`src/rtl/flash_sector_pkg.sv`:
```
package flash_sector_pkg;
  localparam int unsigned NUM_SLOTS  = 4;
  localparam int unsigned REG_W      = $clog2(NUM_SLOTS);
  localparam int unsigned DESC_BYTES = 4;
  localparam logic [7:0] QRY_COUNT_ADDR = 8'h2C;
  localparam logic [7:0] QRY_DESC_BASE  = 8'h2D;
  localparam logic [7:0] QRY_DESC_END   = QRY_DESC_BASE + 8'(DESC_BYTES * NUM_SLOTS);

  typedef logic [63:0] wide_t;

  typedef struct packed {
    logic capture;
  } ctlStrobe_t;
endpackage

```
`src/rtl/flash_sector_geom.sv`:
```
module flash_sector_geom
  import flash_sector_pkg::*;
#(
  parameter int unsigned ADDR_W = 22,
  parameter int unsigned DEVS_PER_BANK = 1,
  parameter int unsigned REGION_COUNT [NUM_SLOTS] = '{31, 1, 2, 1},
  parameter int unsigned REGION_LEN [NUM_SLOTS] = '{65536, 32768, 8192, 16384},
  parameter int unsigned UNIFORM_COUNT = 0,
  parameter int unsigned UNIFORM_LEN = 0
) (
  input  logic [7:0]           qryAddr,
  output logic [7:0]           qryData,
  output wide_t                regStart [NUM_SLOTS],
  output wide_t                regSize  [NUM_SLOTS],
  output wide_t                regLen   [NUM_SLOTS],
  output logic [NUM_SLOTS-1:0] regActive,
  output wide_t                totalWide,
  output logic                 cfgError
);
  localparam bit    USE_UNI   = (REGION_COUNT[0] == 0);
  localparam bit    DEV_BAD   = (DEVS_PER_BANK == 0) || ((DEVS_PER_BANK & (DEVS_PER_BANK - 1)) != 0);
  localparam int unsigned DEV_SHIFT = (DEVS_PER_BANK > 1) ? $clog2(DEVS_PER_BANK) : 0;
  localparam wide_t UNI_TOTAL = wide_t'(UNIFORM_COUNT) * wide_t'(UNIFORM_LEN);

  wide_t                effCnt [NUM_SLOTS];
  wide_t                pdLen  [NUM_SLOTS];
  logic [15:0]          cntM1  [NUM_SLOTS];
  logic [NUM_SLOTS-1:0] lenBad;
  logic [NUM_SLOTS-1:0] alignBad;
  logic [REG_W:0]       activeCount;
  logic                 mismatch;
  logic                 rangeBad;

  for (genvar i = 0; i < NUM_SLOTS; i++) begin : g_region
    if (i == 0) begin : g_first
      assign effCnt[i]    = USE_UNI ? wide_t'(UNIFORM_COUNT) : wide_t'(REGION_COUNT[i]);
      assign regLen[i]    = USE_UNI ? wide_t'(UNIFORM_LEN) : wide_t'(REGION_LEN[i]);
      assign regActive[i] = (effCnt[i] != '0);
      assign regStart[i]  = '0;
    end else begin : g_rest
      assign effCnt[i]    = USE_UNI ? '0 : wide_t'(REGION_COUNT[i]);
      assign regLen[i]    = wide_t'(REGION_LEN[i]);
      assign regActive[i] = (effCnt[i] != '0) && regActive[i-1];
      assign regStart[i]  = regStart[i-1] + regSize[i-1];
    end
    assign regSize[i] = regActive[i] ? effCnt[i] * regLen[i] : '0;
    assign pdLen[i]   = regLen[i] >> DEV_SHIFT;
    assign cntM1[i]   = 16'(effCnt[i] - 64'd1);
    assign lenBad[i]  = regActive[i] &&
                        ((pdLen[i][7:0] != 8'd0) || (pdLen[i] >= 64'h100_0000) ||
                         (pdLen[i] == '0) || ((pdLen[i] & (pdLen[i] - 64'd1)) != '0));
    assign alignBad[i] = regActive[i] && (((regStart[i] >> DEV_SHIFT) & (pdLen[i] - 64'd1)) != '0);
  end

  assign totalWide   = regStart[NUM_SLOTS-1] + regSize[NUM_SLOTS-1];
  assign activeCount = (REG_W+1)'($countones(regActive));
  assign mismatch    = !USE_UNI && (UNI_TOTAL != '0) && (UNI_TOTAL != totalWide);
  assign rangeBad    = (totalWide == '0) || (totalWide > (64'd1 << ADDR_W));
  assign cfgError    = DEV_BAD || (|lenBad) || (|alignBad) || mismatch || rangeBad;

  always_comb begin
    logic [REG_W-1:0] idx;
    logic [1:0]       sel;
    qryData = '0;
    idx = REG_W'((qryAddr - QRY_DESC_BASE) >> 2);
    sel = 2'(qryAddr - QRY_DESC_BASE);
    if (qryAddr == QRY_COUNT_ADDR) begin
      qryData = 8'(activeCount);
    end else if (qryAddr >= QRY_DESC_BASE && qryAddr < QRY_DESC_END && regActive[idx]) begin
      case (sel)
        2'd0:    qryData = cntM1[idx][7:0];
        2'd1:    qryData = cntM1[idx][15:8];
        2'd2:    qryData = pdLen[idx][15:8];
        default: qryData = pdLen[idx][23:16];
      endcase
    end
  end
endmodule

```
`src/rtl/flash_sector_ctrl.sv`:
```
module flash_sector_ctrl
  import flash_sector_pkg::*;
(
  input  logic       clk,
  input  logic       rstN,
  input  logic       reqValid,
  input  logic       cfgError,
  output logic       reqReady,
  output logic       rspValid,
  output ctlStrobe_t strobe
);
  logic readyQ;
  logic validQ;

  always_ff @(posedge clk or negedge rstN) begin
    if (!rstN) begin
      readyQ <= 1'b0;
      validQ <= 1'b0;
    end else begin
      readyQ <= !cfgError;
      validQ <= strobe.capture;
    end
  end

  assign strobe.capture = reqValid && readyQ;
  assign reqReady = readyQ;
  assign rspValid = validQ;
endmodule

```
`src/rtl/flash_sector_dp.sv`:
```
module flash_sector_dp
  import flash_sector_pkg::*;
#(
  parameter int unsigned ADDR_W = 22
) (
  input  logic                 clk,
  input  logic                 rstN,
  input  ctlStrobe_t           strobe,
  input  logic [ADDR_W-1:0]    reqOffset,
  input  wide_t                regStart [NUM_SLOTS],
  input  wide_t                regSize  [NUM_SLOTS],
  input  wide_t                regLen   [NUM_SLOTS],
  input  logic [NUM_SLOTS-1:0] regActive,
  output logic [ADDR_W:0]      sectorLen,
  output logic [ADDR_W-1:0]    sectorBase,
  output logic [REG_W-1:0]     region,
  output logic                 hitError
);
  wide_t                offWide;
  logic [NUM_SLOTS-1:0] hit;
  wide_t                selLen;
  logic [REG_W-1:0]     selIdx;
  logic                 found;
  logic [ADDR_W-1:0]    lowMask;

  assign offWide = wide_t'(reqOffset);

  for (genvar i = 0; i < NUM_SLOTS; i++) begin : g_hit
    assign hit[i] = regActive[i] && (offWide >= regStart[i]) &&
                    (offWide < regStart[i] + regSize[i]);
  end

  always_comb begin
    found  = 1'b0;
    selIdx = '0;
    selLen = '0;
    for (int i = NUM_SLOTS - 1; i >= 0; i--) begin
      if (hit[i]) begin
        found  = 1'b1;
        selIdx = REG_W'(i);
        selLen = regLen[i];
      end
    end
  end

  assign lowMask = ADDR_W'(selLen - 64'd1);

  always_ff @(posedge clk or negedge rstN) begin
    if (!rstN) begin
      sectorLen  <= '0;
      sectorBase <= '0;
      region     <= '0;
      hitError   <= 1'b0;
    end else if (strobe.capture) begin
      sectorLen  <= found ? (ADDR_W+1)'(selLen) : '0;
      sectorBase <= found ? (reqOffset & ~lowMask) : '0;
      region     <= found ? selIdx : '0;
      hitError   <= !found;
    end
  end
endmodule

```
`src/rtl/flash_sector_locator.sv`:
```
module flash_sector_locator
  import flash_sector_pkg::*;
#(
  parameter int unsigned ADDR_W = 22,
  parameter int unsigned DEVS_PER_BANK = 1,
  parameter int unsigned REGION_COUNT [NUM_SLOTS] = '{31, 1, 2, 1},
  parameter int unsigned REGION_LEN [NUM_SLOTS] = '{65536, 32768, 8192, 16384},
  parameter int unsigned UNIFORM_COUNT = 0,
  parameter int unsigned UNIFORM_LEN = 0
) (
  input  logic              clk,
  input  logic              rstN,
  input  logic              reqValid,
  input  logic [ADDR_W-1:0] reqOffset,
  output logic              reqReady,
  output logic              rspValid,
  output logic [ADDR_W:0]   rspSectorLen,
  output logic [ADDR_W-1:0] rspSectorBase,
  output logic [1:0]        rspRegion,
  output logic              rspError,
  output logic [ADDR_W:0]   totalSize,
  output logic              cfgError,
  input  logic [7:0]        qryAddr,
  output logic [7:0]        qryData
);
  wide_t                regStart [NUM_SLOTS];
  wide_t                regSize  [NUM_SLOTS];
  wide_t                regLen   [NUM_SLOTS];
  logic [NUM_SLOTS-1:0] regActive;
  wide_t                totalWide;
  ctlStrobe_t           strobe;

  flash_sector_geom #(
    .ADDR_W(ADDR_W), .DEVS_PER_BANK(DEVS_PER_BANK),
    .REGION_COUNT(REGION_COUNT), .REGION_LEN(REGION_LEN),
    .UNIFORM_COUNT(UNIFORM_COUNT), .UNIFORM_LEN(UNIFORM_LEN)
  ) u_geom (
    .qryAddr(qryAddr), .qryData(qryData),
    .regStart(regStart), .regSize(regSize), .regLen(regLen),
    .regActive(regActive), .totalWide(totalWide), .cfgError(cfgError)
  );

  flash_sector_ctrl u_ctrl (
    .clk(clk), .rstN(rstN), .reqValid(reqValid), .cfgError(cfgError),
    .reqReady(reqReady), .rspValid(rspValid), .strobe(strobe)
  );

  flash_sector_dp #(.ADDR_W(ADDR_W)) u_dp (
    .clk(clk), .rstN(rstN), .strobe(strobe), .reqOffset(reqOffset),
    .regStart(regStart), .regSize(regSize), .regLen(regLen), .regActive(regActive),
    .sectorLen(rspSectorLen), .sectorBase(rspSectorBase), .region(rspRegion),
    .hitError(rspError)
  );

  assign totalSize = (ADDR_W+1)'(totalWide);
endmodule

```
`config.mk`:
```
export PLATFORM = sky130hd
export DESIGN_NAME = flash_sector_locator
export DESIGN_NICKNAME = d
export VERILOG_FILES = /design/src/rtl/flash_sector_pkg.sv /design/src/rtl/flash_sector_geom.sv /design/src/rtl/flash_sector_ctrl.sv /design/src/rtl/flash_sector_dp.sv /design/src/rtl/flash_sector_locator.sv
export SDC_FILE = /design/constraint.sdc
export NUM_CORES = 1
export LEC_CHECK = 0
export BUFFER_PORTS_ARGS = -buffer_cell sky130_fd_sc_hd__buf_4
export CAP_MARGIN = 25
export CORE_ASPECT_RATIO = 0.9
export CORE_MARGIN = 2
export CORE_UTILIZATION = 38
export DETAILED_ROUTE_END_ITERATION = 7
export HOLD_SLACK_MARGIN = 0.03
export PLACE_DENSITY = 0.8
export SLEW_MARGIN = 20
export SYNTH_ARGS = -nofsm -noshare
export SYNTH_HDL_FRONTEND = slang
export SYNTH_SLANG_ARGS = --single-unit
export TNS_END_PERCENT = 1
```
`constraint.sdc`:
```
create_clock -name clk -period 2.05 [get_ports clk]
set_clock_uncertainty 0.15 [all_clocks]
set_input_delay 0.3075 -clock clk [delete_from_list [all_inputs] [get_ports clk]]
set_output_delay 0.3075 -clock clk [all_outputs]
set_load 0.01 [all_outputs]
```
==> results <==
- The total iterations of the first detailed-routing run is 4.
- Among all flip-flop cells after synthesis, the most frequent one is sky130_fd_sc_hd__dfrtp_1.
- After detailed routing, the total wire length is 2.23 mm.
- The count of different cell masters after synthesis is 28.
- For this run, the total global-route usage over all layers was measured as 0.114.
- The clock latency on the worst-skew pair is 0.25 ns.
- The placed wire-length estimate is 1.81 mm.
- The synthesized netlist occupies a cell area of 1300 sq um.
- In this run the core area contains 20 standard-cell rows.
- Data on the critical path arrives at its endpoint at 1.46 ns.
- In the synthesized netlist, the cells that appear most often are sky130_fd_sc_hd__buf_4, sky130_fd_sc_hd__dfrtp_1, sky130_fd_sc_hd__nand2_1, sky130_fd_sc_hd__inv_1, sky130_fd_sc_hd__o31ai_1.
- The post-synthesis compound-gate area fraction is 0.0829.
- Routability-driven placement finished with a final weighted congestion of 0.789.
- The setup fix buffers added after clock tree synthesis is 0.
- After floorplanning, the core was sized to cover 3330 sq um.
- The fraction of layout instances using a drive strength above 1 is 0.294.
- The number of standard cells in the layout, taps in and fillers out is 231.
- In this run the vertical extent of the chip is 59.4 um.
- The routed layout has 906 vias.
- The number of antenna diodes in the final layout is 0.
- Summed over all failing endpoints, the final setup total negative slack is 0 ns.
- The count of nets left with antenna violations once routing finished came out at 0.
- Across all hold checks on the routed design, the worst slack comes to 0.104 ns.
- Across the VDD grid, the largest voltage drop is 0.000199 V.
- Using the TritonRoute via totals, the vias-per-cell ratio works out to 3.92.
- The clock-pin slew of the registers on the worst-case setup and hold paths is 0.07 ns.
- The number of global-route vias before repair is 739.
- Summed over all layers, the global routing overflow is 0.
- The number of max-cap violations is 0.
- The growth of design area from synthesis to finish is 17.4%.
- The share of synthesized cell area in full adder, half adder and majority cells is 0.0193.
- At the placement stage, the worst setup path has a slack of 0.0626 ns.
- The most frequent cell after synthesis is sky130_fd_sc_hd__buf_4.
- The level count of the clock H-tree is 1.
- The horizontal die dimension is 65.6 um.
- At the worst endpoint, the required time is 1.59 ns.
- The number of primary I/O pins is 115.
- No sink is reached through more buffers than the 2 on the longest clock path.
- Dividing the final minimum period by the clock period gives 0.935.
- The multiplexer share of the synthesized area is 0.0174.
- After synthesis, the cell types taking the most area are sky130_fd_sc_hd__dfrtp_1, sky130_fd_sc_hd__buf_4, sky130_fd_sc_hd__nand2_1.
- The number of enable-type register cells in the synthesized netlist is 0.
- The instance count of the mapped netlist is 142.
- The net count of the finished layout is 223.
- The synthesized design contains 18 register bits.
- The initial antenna violation count is 0.
- The minimum period implied by the final worst setup slack is 1.92 ns.
- The flow ran to the end, and the final reports show no timing, DRC or antenna violations.
- For this configuration, the core starts out at a cell density of 0.390.
- Setup repair after global routing left no endpoint under its margin.
- The first routing iteration left 14 violations.
- STA classifies the critical path startpoint as an input pin.
- The cell type contributing the most total cell area after synthesis is sky130_fd_sc_hd__dfrtp_1.
- The cell chosen for the clock root is sky130_fd_sc_hd__clkbuf_8.
- The count of unresolved DRC violations after routing is 0.
- The number of buffers created by CTS is 3.
- Timing would allow up to 522 MHz.
- In this run the tool buffered the top-level ports with 45 buffer cells.
- The total clock sinks is 18.
- The count of final max-slew check failures came to 0.
- The share of the Yosys chip area taken by registers is 0.347.
- The total of fill cells in the finished design is 343.
- Entering global routing, the biggest net connects 19 pins.
- The placed instances occupy a cell area of 1460 sq um.
- The kind of capture point of the worst setup path is a primary output.
- The floorplan step defined a die boundary enclosing 3900 sq um.
- The fraction of the mapped netlist area in simple logic gates is 0.162.
- Of the post-synthesis cell area, the dominant cell type holds 0.347.
- For this run, the number of Yosys warnings is 0.
- After routing the design area is 1520 sq um.
- The average wire length per cell after detail routing is 9.65 um.
- After synthesis, the largest family of logic cells by area is buffers and inverters.
- The critical path start-end classification is in -> out.
- The path class of the tightest hold or removal check is in -> reg.
- The post-synthesis async set-or-reset flop share is 1.00.
- The setup-violating endpoint count in the final report is 0.
- Counting tap cells, the placed design contains a total of 226 instances.
- The share of the synthesized netlist area taken by xor and xnor gates is 0.00675.
- The setup slack of the critical path after layout is 0.134 ns.
- TritonCTS built the clock tree.
- The number of hold violations in the final report is 0.
- In this run the mean area of a mapped cell was 9.14 sq um.
- The maximum net fanout on the critical path is 3.
- In this run the power density over the cells is 549 nW/um^2.
- The first global-routing pass estimated 3.35 mm of wire.
- The leakage power of the design is 0.844 nW.
[registers in the layout (all words and copies together) (netlist names)]
register and cells:
u_dp.hitError 1, u_dp.sectorLen 4, u_dp.region 2, u_dp.sectorBase 9, u_ctrl.rspValid 1, u_ctrl.reqReady 1
[routing by layer]
layer  share of wire  GRT usage  up-vias  wire length, um
met5               0          0        -                0
met4           0.012     0.0625        0               27
met3            0.10     0.0323        2              227
met2            0.50      0.191       51             1120
met1            0.39      0.133      407              859
li1                -          -      446                -
[metrics by stage]
step | total power [W] | util
5_1_grt | 0.000891 | 0.458
6_report | 0.000836 | 0.458
3_3_place_gp | 0.000554 | 0.438
2_1_floorplan | 0.000557 | -
3_5_place_dp | 0.000558 | 0.438
4_1_cts | 0.000846 | 0.458
[final timing paths]
path	start	end	slack, ns	depth (start not counted)
worst max-delay path	qryAddr[1]	qryData[1]	0.13	5
worst max register to register	u_ctrl.reqReady	u_dp.sectorBase[15]	0.58	3
min in group asynchronous	rstN	u_dp.sectorBase[19]	0.32	2
worst min register to register	u_dp.sectorBase[13]	u_dp.sectorBase[13]	0.34	2
max in group asynchronous	rstN	u_dp.sectorBase[21]	1.23	2
worst min-delay path	reqOffset[15]	u_dp.sectorLen[15]	0.10	2
[final cells by class]
cell class,instances,area [sq um],area share
Timing Repair Buffer,47,355,0.233
Sequential cell,18,450,0.296
Multi-Input combinational cell,113,588,0.386
Inverter,5,18.8,0.0123
Clock buffer,4,55.1,0.0362
Tap cell,44,55.1,0.0362
[report_power, final]
part           switching (W)  internal [W]  leakage (nW)
combinational       0.000106     0.0000651         0.574
sequential        0.00000945      0.000373         0.241
clock               0.000113      0.000170        0.0288
total               0.000228      0.000608         0.844
[critical path, cell delays in order]
cell	delay, ns
sky130_fd_sc_hd__buf_4	0.11
sky130_fd_sc_hd__or4b_4	0.54
sky130_fd_sc_hd__nor3_2	0.19
sky130_fd_sc_hd__and2_1	0.18
sky130_fd_sc_hd__buf_4	0.13
[placed cells by master, fill, tap and decap left out]
cell type	instances
sky130_fd_sc_hd__or4b_4	1
sky130_fd_sc_hd__dfrtp_1	18
sky130_fd_sc_hd__a22o_1	1
sky130_fd_sc_hd__nor3b_1	3
sky130_fd_sc_hd__dlygate4sd3_1	1
sky130_fd_sc_hd__o31ai_1	5
sky130_fd_sc_hd__nor3_1	1
sky130_fd_sc_hd__nor4b_1	1
sky130_fd_sc_hd__nor2b_1	1
sky130_fd_sc_hd__nor2_1	2
sky130_fd_sc_hd__and4_1	2
sky130_fd_sc_hd__o41ai_1	4
sky130_fd_sc_hd__a31o_2	1
sky130_fd_sc_hd__nor3_2	1
sky130_fd_sc_hd__a21o_1	1
sky130_fd_sc_hd__and3_1	1
sky130_fd_sc_hd__o21ai_0	2
sky130_fd_sc_hd__conb_1	57
sky130_fd_sc_hd__nand2b_1	2
sky130_fd_sc_hd__nand3b_1	2
sky130_fd_sc_hd__ha_1	2
sky130_fd_sc_hd__nand4_1	1
sky130_fd_sc_hd__inv_1	5
sky130_fd_sc_hd__xor2_1	1
sky130_fd_sc_hd__mux2_2	2
sky130_fd_sc_hd__and2_1	3
sky130_fd_sc_hd__nand2_1	16
sky130_fd_sc_hd__clkbuf_8	4
sky130_fd_sc_hd__buf_4	46
[cell families (layout without fill, tap and decap cells)]
group,Yosys count,after routing
other,2,57
adders and majority gates,2,2
buffers and inverters,66,56
and+or+nand+nor,37,37
AOI/OAI and AO/OA,14,14
muxes,2,2
xor gates and xnor gates,1,1
DFF,18,18
[repair_timing]
action / 4_1_cts / 5_1_grt
hold endpoints to repair: 18 / 0
gates resized for setup: 0 / 0
hold buffers: 1 / 0
(Power assumes the default switching activity.)
